[src/rtl/irqn_pkg.sv]
package irqn_pkg;
  typedef enum logic [1:0] {
    STK_HOLD = 2'd0,
    STK_PUSH = 2'd1,
    STK_POP  = 2'd2
  } stk_op_e;
endpackage

[src/rtl/irqn_pending.sv]
module irqn_pending #(
  parameter int NLVL = 5
) (
  input  logic            clk,
  input  logic            rst,
  input  logic [NLVL-1:0] irq_i,
  input  logic [NLVL-1:0] mask_i,
  input  logic [NLVL-1:0] clr_i,
  output logic [NLVL-1:0] pend_o,
  output logic [NLVL-1:0] mask_o
);
  logic [NLVL-1:0] pend_q;
  logic [NLVL-1:0] mask_q;

  always_ff @(posedge clk) begin
    if (rst) begin
      pend_q <= '0;
      mask_q <= '0;
    end else begin
      // new arrivals win over a clear in the same cycle
      pend_q <= (pend_q & ~clr_i) | irq_i;
      mask_q <= mask_i;
    end
  end

  assign pend_o = pend_q;
  assign mask_o = mask_q;

  // a pending flag only drops when it was cleared
  p_pend_kept_r4: assert property (@(posedge clk) disable iff (rst)
    1'b1 |=> ((($past(pend_o) & ~$past(clr_i)) & ~pend_o) == '0));

  // an arriving request is always visible next cycle
  p_req_latched_r2: assert property (@(posedge clk) disable iff (rst)
    1'b1 |=> (($past(irq_i) & ~pend_o) == '0));
endmodule

[src/rtl/irqn_prio_enc.sv]
module irqn_prio_enc #(
  parameter int NLVL = 5,
  parameter int LW   = 3,
  parameter logic [LW-1:0] IDLE = '1
) (
  input  logic            clk,
  input  logic            rst,
  input  logic [NLVL-1:0] elig_i,
  output logic            any_o,
  output logic [LW-1:0]   lvl_o,
  output logic [NLVL-1:0] onehot_o
);
  logic [NLVL-1:0] higher_set;

  // higher_set[i]: some level above i is eligible
  assign higher_set[NLVL-1] = 1'b0;
  for (genvar g = NLVL - 2; g >= 0; g--) begin : g_chain
    assign higher_set[g] = higher_set[g+1] | elig_i[g+1];
  end

  for (genvar g = 0; g < NLVL; g++) begin : g_pick
    assign onehot_o[g] = elig_i[g] & ~higher_set[g];
  end

  always_comb begin
    lvl_o = IDLE;
    for (int i = 0; i < NLVL; i++) begin
      if (onehot_o[i]) lvl_o = LW'(i);
    end
  end

  assign any_o = |elig_i;

  // exactly one winner when anything is eligible
  p_onehot_r3: assert property (@(posedge clk) disable iff (rst)
    $onehot0(onehot_o) && (any_o == ($countones(onehot_o) == 1)));

  // the winner is itself eligible
  p_winner_elig_r3: assert property (@(posedge clk) disable iff (rst)
    (onehot_o & ~elig_i) == '0);
endmodule

[src/rtl/irqn_level_stack.sv]
module irqn_level_stack
  import irqn_pkg::*;
#(
  parameter int DEPTH = 5,
  parameter int LW    = 3,
  parameter logic [LW-1:0] IDLE = '1
) (
  input  logic          clk,
  input  logic          rst,
  input  stk_op_e       op_i,
  input  logic [LW-1:0] push_val_i,
  output logic [LW-1:0] top_o,
  output logic          empty_o,
  output logic          full_o
);
  localparam int SPW = $clog2(DEPTH + 1);
  localparam int AW  = (DEPTH > 1) ? $clog2(DEPTH) : 1;

  logic [LW-1:0]  mem [DEPTH];
  logic [SPW-1:0] sp_q;
  logic [AW-1:0]  top_addr;

  assign empty_o  = (sp_q == '0);
  assign full_o   = (sp_q == SPW'(DEPTH));
  assign top_addr = empty_o ? '0 : AW'(sp_q - 1'b1);
  assign top_o    = empty_o ? IDLE : mem[top_addr];

  // memory without reset so it maps onto distributed RAM
  always_ff @(posedge clk) begin
    if (op_i == STK_PUSH && !full_o) mem[AW'(sp_q)] <= push_val_i;
  end

  always_ff @(posedge clk) begin
    if (rst) begin
      sp_q <= '0;
    end else begin
      case (op_i)
        STK_PUSH: if (!full_o)  sp_q <= sp_q + 1'b1;
        STK_POP:  if (!empty_o) sp_q <= sp_q - 1'b1;
        default:  sp_q <= sp_q;
      endcase
    end
  end

  // depth never exceeds one frame per level
  p_depth_bound_r11: assert property (@(posedge clk) disable iff (rst)
    sp_q <= SPW'(DEPTH));

  // strict preemption means a push never meets a full stack
  p_no_push_full_r11: assert property (@(posedge clk) disable iff (rst)
    (op_i == STK_PUSH) |-> !full_o);

  // a pop lowers the depth by one
  p_pop_depth_r7: assert property (@(posedge clk) disable iff (rst)
    (op_i == STK_POP && !empty_o) |=> (sp_q == $past(sp_q) - 1'b1));
endmodule

[src/rtl/irq_nest_arbiter.sv]
module irq_nest_arbiter
  import irqn_pkg::*;
#(
  parameter int NLVL = 5,
  parameter int LW   = 3
) (
  input  logic            clk,
  input  logic            rst,
  input  logic [NLVL-1:0] irq_in,
  input  logic [NLVL-1:0] mask_in,
  input  logic            ack,
  input  logic            eos,
  output logic            int_req,
  output logic [LW-1:0]   grant_lvl,
  output logic [LW-1:0]   cur_lvl,
  output logic            stk_err
);
  localparam logic [LW-1:0] IDLE = '1;

  logic [NLVL-1:0] pend, mask_q, elig, win_oh, clr;
  logic            any_elig;
  logic [LW-1:0]   win_lvl;
  logic [LW-1:0]   cur_q;
  logic            err_q;
  logic            take, pop, empty_pop;
  logic [LW-1:0]   stk_top;
  logic            stk_empty, stk_full;
  stk_op_e         op;

  irqn_pending #(.NLVL(NLVL)) u_pend (
    .clk(clk), .rst(rst), .irq_i(irq_in), .mask_i(mask_in),
    .clr_i(clr), .pend_o(pend), .mask_o(mask_q)
  );

  assign elig = pend & mask_q;

  irqn_prio_enc #(.NLVL(NLVL), .LW(LW), .IDLE(IDLE)) u_enc (
    .clk(clk), .rst(rst), .elig_i(elig), .any_o(any_elig),
    .lvl_o(win_lvl), .onehot_o(win_oh)
  );

  assign int_req   = any_elig && ((cur_q == IDLE) || (win_lvl > cur_q));
  assign grant_lvl = win_lvl;

  assign take      = ack && int_req;
  assign pop       = eos && !take && !stk_empty;
  assign empty_pop = eos && !take && stk_empty;
  assign clr       = take ? win_oh : '0;
  assign op        = take ? STK_PUSH : (pop ? STK_POP : STK_HOLD);

  irqn_level_stack #(.DEPTH(NLVL), .LW(LW), .IDLE(IDLE)) u_stk (
    .clk(clk), .rst(rst), .op_i(op), .push_val_i(cur_q),
    .top_o(stk_top), .empty_o(stk_empty), .full_o(stk_full)
  );

  always_ff @(posedge clk) begin
    if (rst) begin
      cur_q <= IDLE;
      err_q <= 1'b0;
    end else begin
      if (take)     cur_q <= win_lvl;
      else if (pop) cur_q <= stk_top;
      if (empty_pop) err_q <= 1'b1;
    end
  end

  assign cur_lvl = cur_q;
  assign stk_err = err_q;

  // accepted acknowledge installs the offered level
  p_ack_sets_cur_r6: assert property (@(posedge clk) disable iff (rst)
    take |=> (cur_lvl == $past(grant_lvl)));

  // a pop restores the saved level
  p_pop_restores_r7: assert property (@(posedge clk) disable iff (rst)
    pop |=> (cur_lvl == $past(stk_top)));

  // current level moves only on acknowledge or pop
  p_cur_stable_r5: assert property (@(posedge clk) disable iff (rst)
    (!take && !pop) |=> $stable(cur_lvl));

  // nothing saved means nothing in service
  p_idle_empty_r8: assert property (@(posedge clk) disable iff (rst)
    stk_empty |-> (cur_lvl == IDLE));

  // error flag is sticky
  p_err_sticky_r8: assert property (@(posedge clk) disable iff (rst)
    $past(stk_err) |-> stk_err);

  // when the stack is full the top level is in service
  p_full_top_r11: assert property (@(posedge clk) disable iff (rst)
    stk_full |-> (cur_lvl == LW'(NLVL - 1)));
endmodule

[config.mk]
export PLATFORM = sky130hd
export DESIGN_NAME = irq_nest_arbiter
export DESIGN_NICKNAME = d
export VERILOG_FILES = /design/src/rtl/irqn_pkg.sv /design/src/rtl/irqn_pending.sv /design/src/rtl/irqn_prio_enc.sv /design/src/rtl/irqn_level_stack.sv /design/src/rtl/irq_nest_arbiter.sv
export SDC_FILE = /design/constraint.sdc
export NUM_CORES = 1
export LEC_CHECK = 0
export ABC_AREA = 0
export BUFFER_PORTS_ARGS = -buffer_cell sky130_fd_sc_hd__buf_4
export CAP_MARGIN = 25
export CORE_ASPECT_RATIO = 1.4
export CORE_MARGIN = 2
export CORE_UTILIZATION = 57
export DETAILED_ROUTE_END_ITERATION = 10
export PLACE_DENSITY = 0.8
export SLEW_MARGIN = 15
export SYNTH_ARGS = -nofsm -noshare
export SYNTH_HDL_FRONTEND = slang
export SYNTH_HIERARCHICAL = 1
export SYNTH_SLANG_ARGS = --single-unit
export TNS_END_PERCENT = 100
[constraint.sdc]
create_clock -name clk -period 4.3 [get_ports clk]
set_input_delay 0.43 -clock clk [delete_from_list [all_inputs] [get_ports clk]]
set_output_delay 0.43 -clock clk [all_outputs]
set_load 0.02 [all_outputs]
Word-level counts from Yosys, hierarchy flattened

Memories as Yosys holds them, arrays and structs flattened.
Cells that the tools add are included.

Word-level logic and storage cells: 62
Flip-flop bits (word level): 17
Memories: 1
RAM bits: 15
Output and inout bits: 8
Bits of input ports: 14

Memories:

| memory    | depth | width | rd ports | clocked after Yosys merged registers in | write ports | line                   | RTL |
|---|---|---|---|---|---|---|---|
| u_stk.mem | 5     | 3     | 1        | 0                                       | 1           | irqn_level_stack.sv:19 | `logic [LW-1:0] mem [DEPTH];` |

Add/subtract/negate cells: 2
Bitwise operators: 15
Reductions and logical operators: 15
Magnitude comparators: 1
Mux-type cells: 17
Equal/unequal tests: 6

Operators with widths:

| kind                                                 | number |
|---|---|
| 2-to-1 mux 3 bit                                     | 11 |
| bitwise AND 5 bit                                    | 2 |
| equality test 3 bit (second input constant)          | 2 |
| logical AND 1 bit                                    | 6 |
| one-hot mux 3 bit (2 select lines)                   | 1 |
| 2-to-1 mux 5 bit                                     | 1 |
| inverter 5 bit                                       | 1 |
| OR 5 bit                                             | 1 |
| OR reduction 5 bit                                   | 1 |
| bitwise AND 1 bit                                    | 4 |
| 2-to-1 mux 2 bit                                     | 2 |
| != test 2 bit (second input constant)                | 2 |
| inverter 1 bit                                       | 4 |
| nonzero test 2 bit                                   | 2 |
| adder 3 x 1 -> 3 bit (second input constant)         | 1 |
| > comparator 3 bit                                   | 1 |
| logical NOT 1 bit                                    | 3 |
| logical NOT 3 bit                                    | 1 |
| OR 1 bit                                             | 3 |
| AND reduction 3 bit                                  | 1 |
| subtractor 3 x 1 -> 3 bit (second input constant)    | 1 |
| equality test 2 x 1 -> 1 bit (second input constant) | 1 |
| equality test 2 bit (second input constant)          | 1 |
| 2-to-1 mux 1 bit                                     | 2 |
| logical OR 1 bit                                     | 1 |

Longest topological paths before layout

Gate-level depths: netlist of run 1.

Word-level depth: 24
Mapped depth: 13
Depth with buffers taken out: 13

Cells and area by module

The synthesis of run 1 kept the hierarchy.

By module, submodules not included:

| module           | area each (um2) | sequential area each (um2) | instances | cells an instance |
|---|---|---|---|---|
| irqn_level_stack | 947.2           | 510.5                      | 1         | 74 |
| irqn_pending     | 391.6           | 200.2                      | 1         | 31 |
| irq_nest_arbiter | 379.1           | 80.1                       | 1         | 49 |
| irqn_prio_enc    | 95.1            | 0.0                        | 1         | 14 |

Worst setup path after synthesis of run 1

Ideal clock, no wire load.

Path type: flip-flop to flip-flop
From: reg u_pend.pend_q[3], in the netlist u_pend/pend_o[3]
To: reg u_stk.sp_q[2]
Cell stages (with the launch flop): 13
Required time: 4.208 ns
Setup slack: 0.607 ns
Clock period less this slack: 3.693 ns
Data arrival time: 3.601 ns
Library setup time: 0.092 ns
Path buffers: 0
Cells stage by stage: dfxtp_1 and2_1 o41ai_1 ha_1 a21oi_2 o21ai_1 a41o_1 and2b_2 inv_1 ha_1 and3_4 or4_1 o32ai_1

Cells in the longest elaborated chain, start to end: 23
Elaborated cells on any way between the ends: 33
Classes of those cells: order compare: 1; eq/ne: 4; mux: 8; bitwise: 11; reduce/logical: 9

RTL lines:

| item                                                                       | line                   | RTL |
|---|---|---|
| start: declaration                                                         | irqn_pending.sv:12     | `logic [NLVL-1:0] pend_q;` |
| start signal: assignment                                                   | irqn_pending.sv:21     | `pend_q <= (pend_q & ~clr_i) \| irq_i;` |
| bitwise AND 5 bit (*)                                                      | irq_nest_arbiter.sv:35 | `assign elig = pend & mask_q;` |
| via elig[3]                                                                | irq_nest_arbiter.sv:20 | `logic [NLVL-1:0] pend, mask_q, elig, win_oh, clr;` |
| OR 1 bit (3 in a row)                                                      | irqn_prio_enc.sv:18    | `assign higher_set[g] = higher_set[g+1] \| elig_i[g+1];` |
| inverter 1 bit                                                             | irqn_prio_enc.sv:22    | `assign onehot_o[g] = elig_i[g] & ~higher_set[g];` |
| bitwise AND 1 bit                                                          | irqn_prio_enc.sv:22    |  |
| 2-to-1 mux 3 bit (3 in a row)                                              | irqn_prio_enc.sv:28    | `if (onehot_o[i]) lvl_o = LW'(i);` |
| 2-to-1 mux 3 bit (*) (2 in a row)                                          | irqn_prio_enc.sv:28    |  |
| via grant_lvl[2]                                                           | irq_nest_arbiter.sv:14 | `output logic [LW-1:0] grant_lvl,` |
| (+4 left out)                                                              | -                      |  |
| logical NOT 1 bit                                                          | irq_nest_arbiter.sv:46 | `assign pop = eos && !take && !stk_empty;` |
| logical AND 1 bit (2 in a row)                                             | irq_nest_arbiter.sv:46 |  |
| 2-to-1 mux 2 bit                                                           | irq_nest_arbiter.sv:49 | `assign op = take ? STK_PUSH : (pop ? STK_POP : STK_HOLD);` |
| 2-to-1 mux 2 bit (*)                                                       | irq_nest_arbiter.sv:49 |  |
| via op[1]                                                                  | irq_nest_arbiter.sv:28 | `stk_op_e op;` |
| equality test 2 x 1 -> 1 bit / equality test 2 bit (equally long branches) | irqn_level_stack.sv:37 | `case (op_i)` |
| != test 2 bit (no line) / nonzero test 2 bit (equally long branches)       | -                      |  |
| AND reduction 3 bit (no line)                                              | -                      |  |
| end signal: assignment                                                     | irqn_level_stack.sv:38 | `STK_PUSH: if (!full_o) sp_q <= sp_q + 1'b1;` |
| end signal: assignment                                                     | irqn_level_stack.sv:39 | `STK_POP: if (!empty_o) sp_q <= sp_q - 1'b1;` |
| end signal: assignment                                                     | irqn_level_stack.sv:40 | `default: sp_q <= sp_q;` |
| end: declaration                                                           | irqn_level_stack.sv:20 | `logic [SPW-1:0] sp_q;` |

Mark *: on every way through the listed nets, which the timed path passes. The rest lies on a longest branch.
A chain may end at the register's enable or synchronous reset.

Final worst setup path of run 1

From: reg u_pend.pend_q[3], in the netlist u_pend/pend_o[3]
To: mem u_stk.mem[0][2], enable pin

Cells in the longest elaborated chain, start to end: 24
Elaborated cells on any way between the ends: 30
Classes of those cells: order compare: 1; eq/ne: 1; mux: 9; bitwise: 11; reduce/logical: 8

RTL lines:

| item                                       | line                   | RTL |
|---|---|---|
| bitwise AND 5 bit (*)                      | irq_nest_arbiter.sv:35 |  |
| via elig[3]                                | irq_nest_arbiter.sv:20 |  |
| OR 1 bit (3 in a row)                      | irqn_prio_enc.sv:18    |  |
| inverter 1 bit                             | irqn_prio_enc.sv:22    |  |
| bitwise AND 1 bit                          | irqn_prio_enc.sv:22    |  |
| 2-to-1 mux 3 bit (5 in a row)              | irqn_prio_enc.sv:28    |  |
| > comparator 3 bit                         | irq_nest_arbiter.sv:42 | `assign int_req = any_elig && ((cur_q == IDLE) \|\| (win_lvl > cur_q));` |
| logical OR 1 bit                           | irq_nest_arbiter.sv:42 |  |
| (+3 left out)                              | -                      |  |
| logical AND 1 bit (2 in a row)             | irq_nest_arbiter.sv:46 |  |
| 2-to-1 mux 2 bit                           | irq_nest_arbiter.sv:49 |  |
| 2-to-1 mux 2 bit (*)                       | irq_nest_arbiter.sv:49 |  |
| via op[1]                                  | irq_nest_arbiter.sv:28 |  |
| equality test 2 x 1 -> 1 bit (*)           | irqn_level_stack.sv:30 | `if (op_i == STK_PUSH && !full_o) mem[AW'(sp_q)] <= push_val_i;` |
| logical AND 1 bit (*)                      | irqn_level_stack.sv:30 |  |
| 2-to-1 mux 1 bit (*)                       | irqn_level_stack.sv:30 |  |
| 2-to-1 mux 1 bit (not written as such) (*) | irqn_level_stack.sv:30 |  |
| end: declaration                           | irqn_level_stack.sv:19 |  |

Marks and branches as above.

==> results of run 1 <==
-- cells in the final DEF (no fill, tap or decap), drive strengths merged, types with 3 or more instances in the layout --
cell / count
nand2: 5
and4: 3
mux2i: 9
a211oi: 3
inv: 18
clkbuf: 5
nand2b: 6
nor2b: 8
o221ai: 3
dfxtp: 17
a21oi: 13
edfxtp: 15
ha: 11
nor2: 10
and2: 11
buf: 21
-- path summary, 6_finish.rpt --
path	startpoint	to	slack, ns	cells past startpoint
setup / recovery	u_pend/pend_o[3]	u_stk/mem[0][2]	0.53	10
hold reg to reg	stk_err	stk_err	0.48	2
setup reg to reg	u_pend/pend_o[3]	u_stk/mem[0][2]	0.53	10
hold / removal	mask_in[0]	u_pend/mask_o[0]	0.35	2
-- metrics by stage --
step / cells / area (um^2) / hold WS (ns)
3_3_place_gp: 222 / 1968 / 0.4652
2_1_floorplan: 167 / 1807 / 0.4646
6_report: 230 / 2074 / 0.3518
4_1_cts: 230 / 2074 / 0.3437
5_1_grt: 230 / 2074 / 0.3495
3_5_place_dp: 222 / 1968 / 0.4727
-- per-layer routing --
layer	up-vias	routed length [um]
li1	639	-
met1	625	1290
met2	27	1969
met3	9	127
met4	0	78
met5	-	0
-- power by group through the flow --
stage,combinational [mW],sequential (mW),clock (mW)
floorplan,0.337,0.426,0
global route,0.512,0.426,0.294
finish,0.459,0.420,0.276
global placement,0.435,0.423,0
CTS,0.460,0.419,0.284
detailed placement,0.457,0.426,0
-- critical path: stages, from the launching register on --
cell and delay (ns):
sky130_fd_sc_hd__dfxtp_1 0.33, sky130_fd_sc_hd__and2_1 0.23, sky130_fd_sc_hd__o41ai_1 0.66, sky130_fd_sc_hd__ha_1 0.29
sky130_fd_sc_hd__nand2_1 0.06, sky130_fd_sc_hd__o21ai_1 0.16, sky130_fd_sc_hd__a41o_1 0.47, sky130_fd_sc_hd__and2b_2 0.28
sky130_fd_sc_hd__inv_1 0.06, sky130_fd_sc_hd__ha_1 0.26, sky130_fd_sc_hd__nor4b_1 0.59
-- layout make-up --
class,instances,area share [%]
clock buffers,5,3.317
clock inverters,3,1.809
inverters,18,3.257
multi-input cells,112,43.55
flip-flops and latches,32,38.12
well taps,39,2.352
repair buffers,21,7.600
-- flip-flops by register name, indices dropped and copies added (netlist names) --
| signal | cells |
|---|---|
| cur_lvl | 3 |
| stk_err | 1 |
| u_pend/mask_o | 5 |
| u_pend/pend_o | 5 |
| u_stk/mem | 15 |
| u_stk/sp_q | 3 |
==> impl_metrics.toml, run 1 <==
[power_and_ir_drop]
sequentialPowerShare_pct = 36.3
power_per_cell_area_nw_per_um2 = 556.5
share_clk_of_total_power_pct = 23.9
power_mw = 1.155
sw_frac_of_total_pct = 36.40
intPower_mw = 0.7342
p_switching_mw = 0.4203
comb_power_share_pct = 39.7
p_leak_nw = 0.8509
ir_drop_mv = 0.3246

[sta]
min_period_over_period_pct = 87.64
max_freq_mhz = 265.4
rsz0062_at_grt = "false"
setup_ws_ns = 0.5315
hold_viol = 0
finalSetupViolCount = 0
maxSlewViolCount = 0
setup_tns_ns = 0
max_slew.worst_pin.slew_ns = 0.6734
skew_ns = 0.008191
maxSlewHeadroom_pct = 54.48
finalCriticalPeriod_ns = 3.769

[clocking]
tritoncts.num_buffers = 5
holdBufCountCts = 0
cts_setup_buffers = 0
cts-resized-gates = 0
tritoncts = "built"
htree_num_levels = 2
clock_tree.buffer_depth = 2
insertion_delay_ns = 0.28
clk_pin_slew_worst_paths_ns = 0.07
clock_tree.root_cell = "sky130_fd_sc_hd__clkbuf_8"
cts.sink_count = 32

[grt]
met1_usage_pct = 20.72
grt_remaining_overflow = 0
grt_util_met2_pct = 40.60
global_route.usage.met3_pct = 5.063
antenna_violations_before_repair = 0
grt_pass1_wl_um = 5768
globalRoute.busiestLayer = "met2"
grt_usage_pct = 21.28
maximum_number_of_pins_on_one_net_before_global_route_repair = 23
number_of_global_route_vias_before_repair = 1285

[synthesis]
synth_area_um2 = 1807
ys.warnings.count = 6
avgSynthCellArea_um2 = 10.82
post_synthesis_cell_count = 167
synth_nets = 192

[setup_path]
cp.arrival_ns = 3.68
capturing_element_type_of_the_critical_path = "flop"
worstSetupStartpointType = "flop"
required_ns = 4.21
worstPathMaxFanout = 12
timing.setup.critical_path_class = "reg2reg"

[finish]
multi_input_comb_area_um2 = 903.4
syn_to_final_growth_pct = 14.82
seqCellArea_um2 = 790.8
final_net_count = 215
antenna_cells = 0
final.fill_count = 255
postLayoutCoreUtil_pct = 67.73
post_route_cells_drive_above_1_share_pct = 28.27

[detailed_routing]
routed_wire_length_per_instance_um = 15.07
detailedRoute.firstIterationViolations = 25
ant_nets = 0
dr_total_vias = 1300
routed_via_density = 5.652
drt_wl_total_um = 3465
route.detailed.drc = 0
firstDrtPassIters = 4

[place]
gp_congestion = 0.8866
port_buffer_cells = 21
dp_worst_setup_slack_ns = 0.6322
place_hpwl_um = 2585

[hold_path]
worstHoldPathType = "in2reg"

[run_status]
status = "completed"

[floorplanning]
placement_rows = 24
io_pins = 22
coreArea_um2 = 3063
start_util_pct = 58.99
dieArea_um2 = 3642
die_h_um = 70.62
die_w_um = 51.58

[run]
timing.max_cap.violations = 0
Power figures use the tool's default switching activity.
==> inputs of run 2 (changes only) <==
--- a/config.mk
+++ b/config.mk
@@ -5,14 +5,14 @@
 export SDC_FILE = /design/constraint.sdc
 export NUM_CORES = 1
 export LEC_CHECK = 0
-export ABC_AREA = 0
-export BUFFER_PORTS_ARGS = -buffer_cell sky130_fd_sc_hd__buf_4
+export ABC_AREA = 1
+export BUFFER_PORTS_ARGS = -buffer_cell sky130_fd_sc_hd__clkbuf_2
 export CAP_MARGIN = 25
 export CORE_ASPECT_RATIO = 1.4
 export CORE_MARGIN = 2
-export CORE_UTILIZATION = 57
+export CORE_UTILIZATION = 45
 export DETAILED_ROUTE_END_ITERATION = 10
-export PLACE_DENSITY = 0.8
+export PLACE_DENSITY = 0.66
 export SLEW_MARGIN = 15
 export SYNTH_ARGS = -nofsm -noshare
 export SYNTH_HDL_FRONTEND = slang
==> run 2 against run 1 <==
Net effect:
- critical path type unchanged
- first-iteration DRC count increased by 20%
- clock skew decreased by 0.0015 ns
- clock-buffer cell count unchanged
- core utilization decreased by 15 points
- the run now ends with design-rule violations left
==> impl_metrics.toml, run 2 <==
[run_status]
status = "finished, violations left"
failed_checks = "design-rule violations"

[sta]
setup_tns_ns = 0
skew_ns = 0.006732
max_freq_mhz = 348.2
finalSetupViolCount = 0
maxSlewHeadroom_pct = 69.67
hold_viol = 0
max_slew.worst_pin.slew_ns = 0.4514
rsz0062_at_grt = "false"
min_period_over_period_pct = 66.79
hold_slack_ns = 0.3432
finalCriticalPeriod_ns = 2.872
setup_ws_ns = 1.428
maxSlewViolCount = 0

[setup_path]
capturing_element_type_of_the_critical_path = "flop"
ff2ff_path_depth = 17
worstPathMaxFanout = 14
slowest_stage = "sky130_fd_sc_hd__nor3_1"
required_ns = 4.24
cpLargestDelayFamily = "simple AND/OR/NAND/NOR gates"
cp.arrival_ns = 2.81
worstSetupStartpointType = "flop"
crit_buf_inv = 4
cpPeakStageDelay_ns = 0.34
cell_breakdown_of_the_critical_path = "nand2_1 -> inv_1 -> inv_2 -> nand2_2 -> a21oi_2 -> nor2_1 -> ha_1 -> nand3_1 -> nand2_2 -> nand2_4 -> nand3_4 -> inv_2 -> nor3_2 -> inv_1 -> ha_1 -> nand3_1 -> nor3_1"
timing.setup.critical_path_class = "reg2reg"
timing.critical_path.depth = 17

[detailed_routing]
detailedRoute.firstIterationViolations = 30
dr_total_vias = 1441
routed_wire_length_per_instance_um = 10.50
drt_wl_total_um = 3254
routed_via_density = 4.648
route.detailed.drc = 1
ant_nets = 0
firstDrtPassIters = 7

[finish]
max_flop_register = "u_stk/mem"
finalNonFillerCells = 310
multi_input_comb_area_um2 = 817.0
largest_register_ffs = 15
final.fill_count = 386
final_net_count = 291
syn_to_final_growth_pct = 12.49
antenna_cells = 0
layout.cells.most_common_list = "sky130_fd_sc_hd__inv_1, sky130_fd_sc_hd__nand2_1, sky130_fd_sc_hd__clkbuf_2"
seqCellArea_um2 = 790.8
post_route_cells_drive_above_1_share_pct = 20.97

[floorplanning]
placement_rows = 27
dieArea_um2 = 4725
die_w_um = 58.67
coreArea_um2 = 3986
die_h_um = 80.54
io_pins = 22
start_util_pct = 47.24

[place]
dp_worst_setup_slack_ns = 1.401
number_of_placed_cells_counting_well_taps = 302
port_buffer_cells = 21
place_hpwl_um = 2574
gp_congestion = 0.8611

[power_and_ir_drop]
ir_drop_mv = 0.2637
p_leak_nw = 1.065
power_mw = 1.202
power_per_cell_area_nw_per_um2 = 567.4

[synthesis]
post_synthesis_cell_count = 241
avgSynthCellArea_um2 = 7.814
synth_area_um2 = 1883
synth_nets = 266
ys.warnings.count = 6

[clocking]
cts_setup_buffers = 0
clock_tree.buffer_depth = 2
insertion_delay_ns = 0.28
holdBufCountCts = 0
htree_num_levels = 2
clk_pin_slew_worst_paths_ns = 0.07
tritoncts.num_buffers = 5
tritoncts = "built"
cts.sink_count = 32
cts-resized-gates = 0
clock_tree.root_cell = "sky130_fd_sc_hd__clkbuf_8"

[grt]
antenna_violations_before_repair = 0
grt_util_met2_pct = 30.56
grt_usage_pct = 16.19
number_of_global_route_vias_before_repair = 1390
grt_remaining_overflow = 0
maximum_number_of_pins_on_one_net_before_global_route_repair = 16
met1_usage_pct = 16.52
grt_pass1_wl_um = 5796
globalRoute.busiestLayer = "met2"
global_route.usage.met3_pct = 4.670

[run]
timing.max_cap.violations = 0

[hold_path]
worstHoldPathType = "in2reg"
min_path_cells = 3
[run 2: area by class of cell]
type,instances,area share (%)
repair buffers,21,4.962
flip-flops and latches,32,37.33
well taps,43,2.540
clock inverters,3,1.772
multi-input cells,141,38.57
clock buffers,5,3.249
inverters,65,11.58
[run 2: final timing paths]
check / startpoint / to / slack [ns]
max: u_pend/pend_o[4] / u_stk/mem[4][0] / 1.43
min: mask_in[0] / u_pend/mask_o[0] / 0.34
min reg2reg: u_pend/pend_o[2] / u_pend/pend_o[2] / 0.46
max reg2reg: u_pend/pend_o[4] / u_stk/mem[4][0] / 1.43
[run 2: per-stage QoR]
step / utilization (%) / cell area (um^2)
after detailed placement: 50.47 / 2012
final: 53.14 / 2118
after floorplan: - / 1883
after CTS: 53.14 / 2118
after global placement: 50.47 / 2012
after global routing: 53.14 / 2118
[run 2: power by group]
part	switching, mW	total, mW	leakage, nW	internal, mW
clock network	0.109	0.277	0.0532	0.169
logic	0.324	0.506	0.741	0.181
registers	0.0477	0.419	0.271	0.372
[run 2: worst min-delay path, cell delays in order]
cell and delay [ns]:
sky130_fd_sc_hd__clkbuf_2 0.08, sky130_fd_sc_hd__inv_1 0.05, sky130_fd_sc_hd__nor2_2 0.03
[run 2: metal layers]
metal / routed length, um / part of all wire, % / vias up
met5: 0 / 0 / -
li1: - / - / 786
met1: 1276 / 39 / 624
met3: 148 / 4.5 / 7
met4: 53 / 1.6 / 0
met2: 1776 / 55 / 24
==> inputs of run 3 (changes only) <==
--- a/config.mk
+++ b/config.mk
@@ -5,7 +5,7 @@
 export SDC_FILE = /design/constraint.sdc
 export NUM_CORES = 1
 export LEC_CHECK = 0
-export ABC_AREA = 1
+export ABC_AREA = 0
 export BUFFER_PORTS_ARGS = -buffer_cell sky130_fd_sc_hd__clkbuf_2
 export CAP_MARGIN = 25
 export CORE_ASPECT_RATIO = 1.4
==> constraint.sdc (replaced) <==
create_clock -name clk -period 2.9 [get_ports clk]
set_input_delay 0.29 -clock clk [delete_from_list [all_inputs] [get_ports clk]]
set_output_delay 0.29 -clock clk [all_outputs]
set_load 0.02 [all_outputs]
==> run 3 against run 2 <==
Net effect:
- power up 49%
- setup slack lost 1.4 ns
- the flow finishes with violations (negative setup slack)
- core utilization rose by 5.3 points
- largest power group unchanged
- combinational power rose by 68%
==> impl_metrics.toml, run 3 (synthesis gave the netlist of run 1 again) <==
[run_status]
status = "finished, violations left"
failed_checks = "negative setup slack"

[power_and_ir_drop]
power_per_cell_area_nw_per_um2 = 790.0
ir_drop_mv = 0.4500
p_leak_nw = 0.9527

[clocking]
insertion_delay_ns = 0.28
cts.sink_count = 32
holdBufCountCts = 0
tritoncts = "built"
clk_pin_slew_worst_paths_ns = 0.07
clock_tree.buffer_depth = 2
htree_num_levels = 2
tritoncts.num_buffers = 5
clock_tree.root_cell = "sky130_fd_sc_hd__clkbuf_8"

[finish]
post_route_cells_drive_above_1_share_pct = 45.24
largest_register_ffs = 15
antenna_cells = 0
syn_to_final_growth_pct = 25.69
final.fill_count = 343
finalNonFillerCells = 253
layout.cell_area.non_filler_um2 = 2271
final_common_cell = "sky130_fd_sc_hd__clkbuf_2"
postLayoutCoreUtil_pct = 58.45
final_net_count = 234
layout.cells.most_common_list = "sky130_fd_sc_hd__clkbuf_2, sky130_fd_sc_hd__buf_4, sky130_fd_sc_hd__inv_1"
max_flop_register = "u_stk/mem"

[place]
number_of_placed_cells_counting_well_taps = 242
place_hpwl_um = 2832
dp_worst_setup_slack_ns = -0.02453
place_area_um2 = 2110
gp_congestion = 0.8825
port_buffer_cells = 21

[detailed_routing]
detailedRoute.firstIterationViolations = 36
ant_nets = 0
routed_wire_length_per_instance_um = 14.75
routed_via_density = 5.447
dr_total_vias = 1378
firstDrtPassIters = 4
drt_wl_total_um = 3732
route.detailed.drc = 0

[sta]
max_slew.worst_pin.slew_ns = 0.5943
finalSetupViolCount = 1
maxSlewViolCount = 0
skew_ns = 0.005501
hold_viol = 0
hold_slack_ns = 0.2126
min_period_over_period_pct = 100.7
max_freq_mhz = 342.3
rsz0062_at_grt = "true"
setup_ws_ns = -0.02165
maxSlewHeadroom_pct = 60.38
finalCriticalPeriod_ns = 2.922

[floorplanning]
dieArea_um2 = 4545
die_w_um = 57.55
placement_rows = 27
io_pins = 22
die_h_um = 78.98
coreArea_um2 = 3885
start_util_pct = 46.51

[setup_path]
worstPathMaxFanout = 8
timing.setup.critical_path_class = "reg2reg"
worst_r2r_src = "u_pend/mask_o[2]"
cp.arrival_ns = 3.12
timing.critical_path.from = "u_pend/mask_o[2]"
required_ns = 3.10
worstSetupStartpointType = "flop"
capturing_element_type_of_the_critical_path = "flop"

[grt]
grt_remaining_overflow = 0
number_of_global_route_vias_before_repair = 1363
grt_usage_pct = 16.94
antenna_violations_before_repair = 0
maximum_number_of_pins_on_one_net_before_global_route_repair = 23
grt_pass1_wl_um = 5851

[hold_path]
hold_path_startpoint = "irq_in[1]"
worstHoldPathType = "in2reg"

[run]
timing.max_cap.violations = 0
-- run 3: cell types whose count changed in the layout (fill, tap and decap cells not counted), sizes merged, moves of 4 or more --
| cell | before | now |
|---|---|---|
| and2 | 0 | 11 |
| buf | 0 | 19 |
| inv | 64 | 18 |
| mux2i | 0 | 9 |
| nand2 | 63 | 5 |
| nand2b | 0 | 6 |
| nand3 | 16 | 2 |
| nand4 | 5 | 0 |
| nor2 | 17 | 10 |
| nor2b | 0 | 8 |
| nor3 | 4 | 0 |
-- run 3: per-layer routing --
| layer | routed length, um | track usage (%) | up-vias | share of wire (%) |
|---|---|---|---|---|
| met1 | 1423 | 16.41 | 664 | 38 |
| li1 | - | - | 677 | - |
| met4 | 93 | 8.605 | 0 | 2.5 |
| met5 | 0 | 0 | - | 0 |
| met2 | 2089 | 32.95 | 30 | 56 |
| met3 | 126 | 2.769 | 7 | 3.4 |
-- run 3: power breakdown --
group	internal, mW	total (mW)	switching [mW]
Clock	0.167	0.341	0.174
Sequential	0.552	0.604	0.0514
Combinational	0.378	0.849	0.471
-- run 3: final timing paths --
| kind | end | cells past startpoint | slack, ns |
|---|---|---|---|
| setup / recovery | u_stk/sp_q[2] | 12 | -0.02 |
| hold / removal | u_pend/pend_o[1] | 3 | 0.21 |
| setup reg to reg | u_stk/sp_q[2] | 12 | -0.02 |
| hold reg to reg | u_pend/pend_o[4] | 2 | 0.47 |
-- run 3: cell type report --
| cell class | instances | area (um^2) | share of cell area [%] |
|---|---|---|---|
| clock buffers | 5 | 68.82 | 3.030 |
| repair buffers | 40 | 247.7 | 10.91 |
| clock inverters | 3 | 18.77 | 0.8264 |
| multi-input cells | 112 | 1017 | 44.79 |
| flip-flops and latches | 32 | 797.0 | 35.10 |
| well taps | 43 | 53.80 | 2.369 |
| inverters | 18 | 67.56 | 2.975 |
-- run 3: what timing repair did --
| action | in CTS | in global routing |
|---|---|---|
| gates resized for setup | 3 | 11 |
| setup buffers | 2 | 1 |
| pin swaps | 3 | 7 |
| endpoints found under the setup margin | 1 | 6 |
-- run 3: per-stage QoR --
| step | setup TNS, ns | power (mW) |
|---|---|---|
| after detailed placement | -0.02453 | 1.406 |
| after global placement | 0 | 1.388 |
| after global routing | -0.1655 | 1.909 |
| after floorplan | -0.1138 | 1.156 |
| final | -0.02165 | 1.794 |
| after CTS | -0.01572 | 1.768 |
-- run 3: worst max-delay path, cell delays in order (launching register included) --
cell                      delay, ns
sky130_fd_sc_hd__dfxtp_1       0.30
sky130_fd_sc_hd__and2_4        0.18
sky130_fd_sc_hd__o41ai_4       0.44
sky130_fd_sc_hd__ha_4          0.27
sky130_fd_sc_hd__a21oi_2       0.11
sky130_fd_sc_hd__o21ai_1       0.09
sky130_fd_sc_hd__a41o_1        0.20
sky130_fd_sc_hd__and2b_2       0.22
sky130_fd_sc_hd__inv_1         0.06
sky130_fd_sc_hd__ha_4          0.18
sky130_fd_sc_hd__and3_4        0.19
sky130_fd_sc_hd__or4_4         0.48
sky130_fd_sc_hd__o32ai_2       0.10
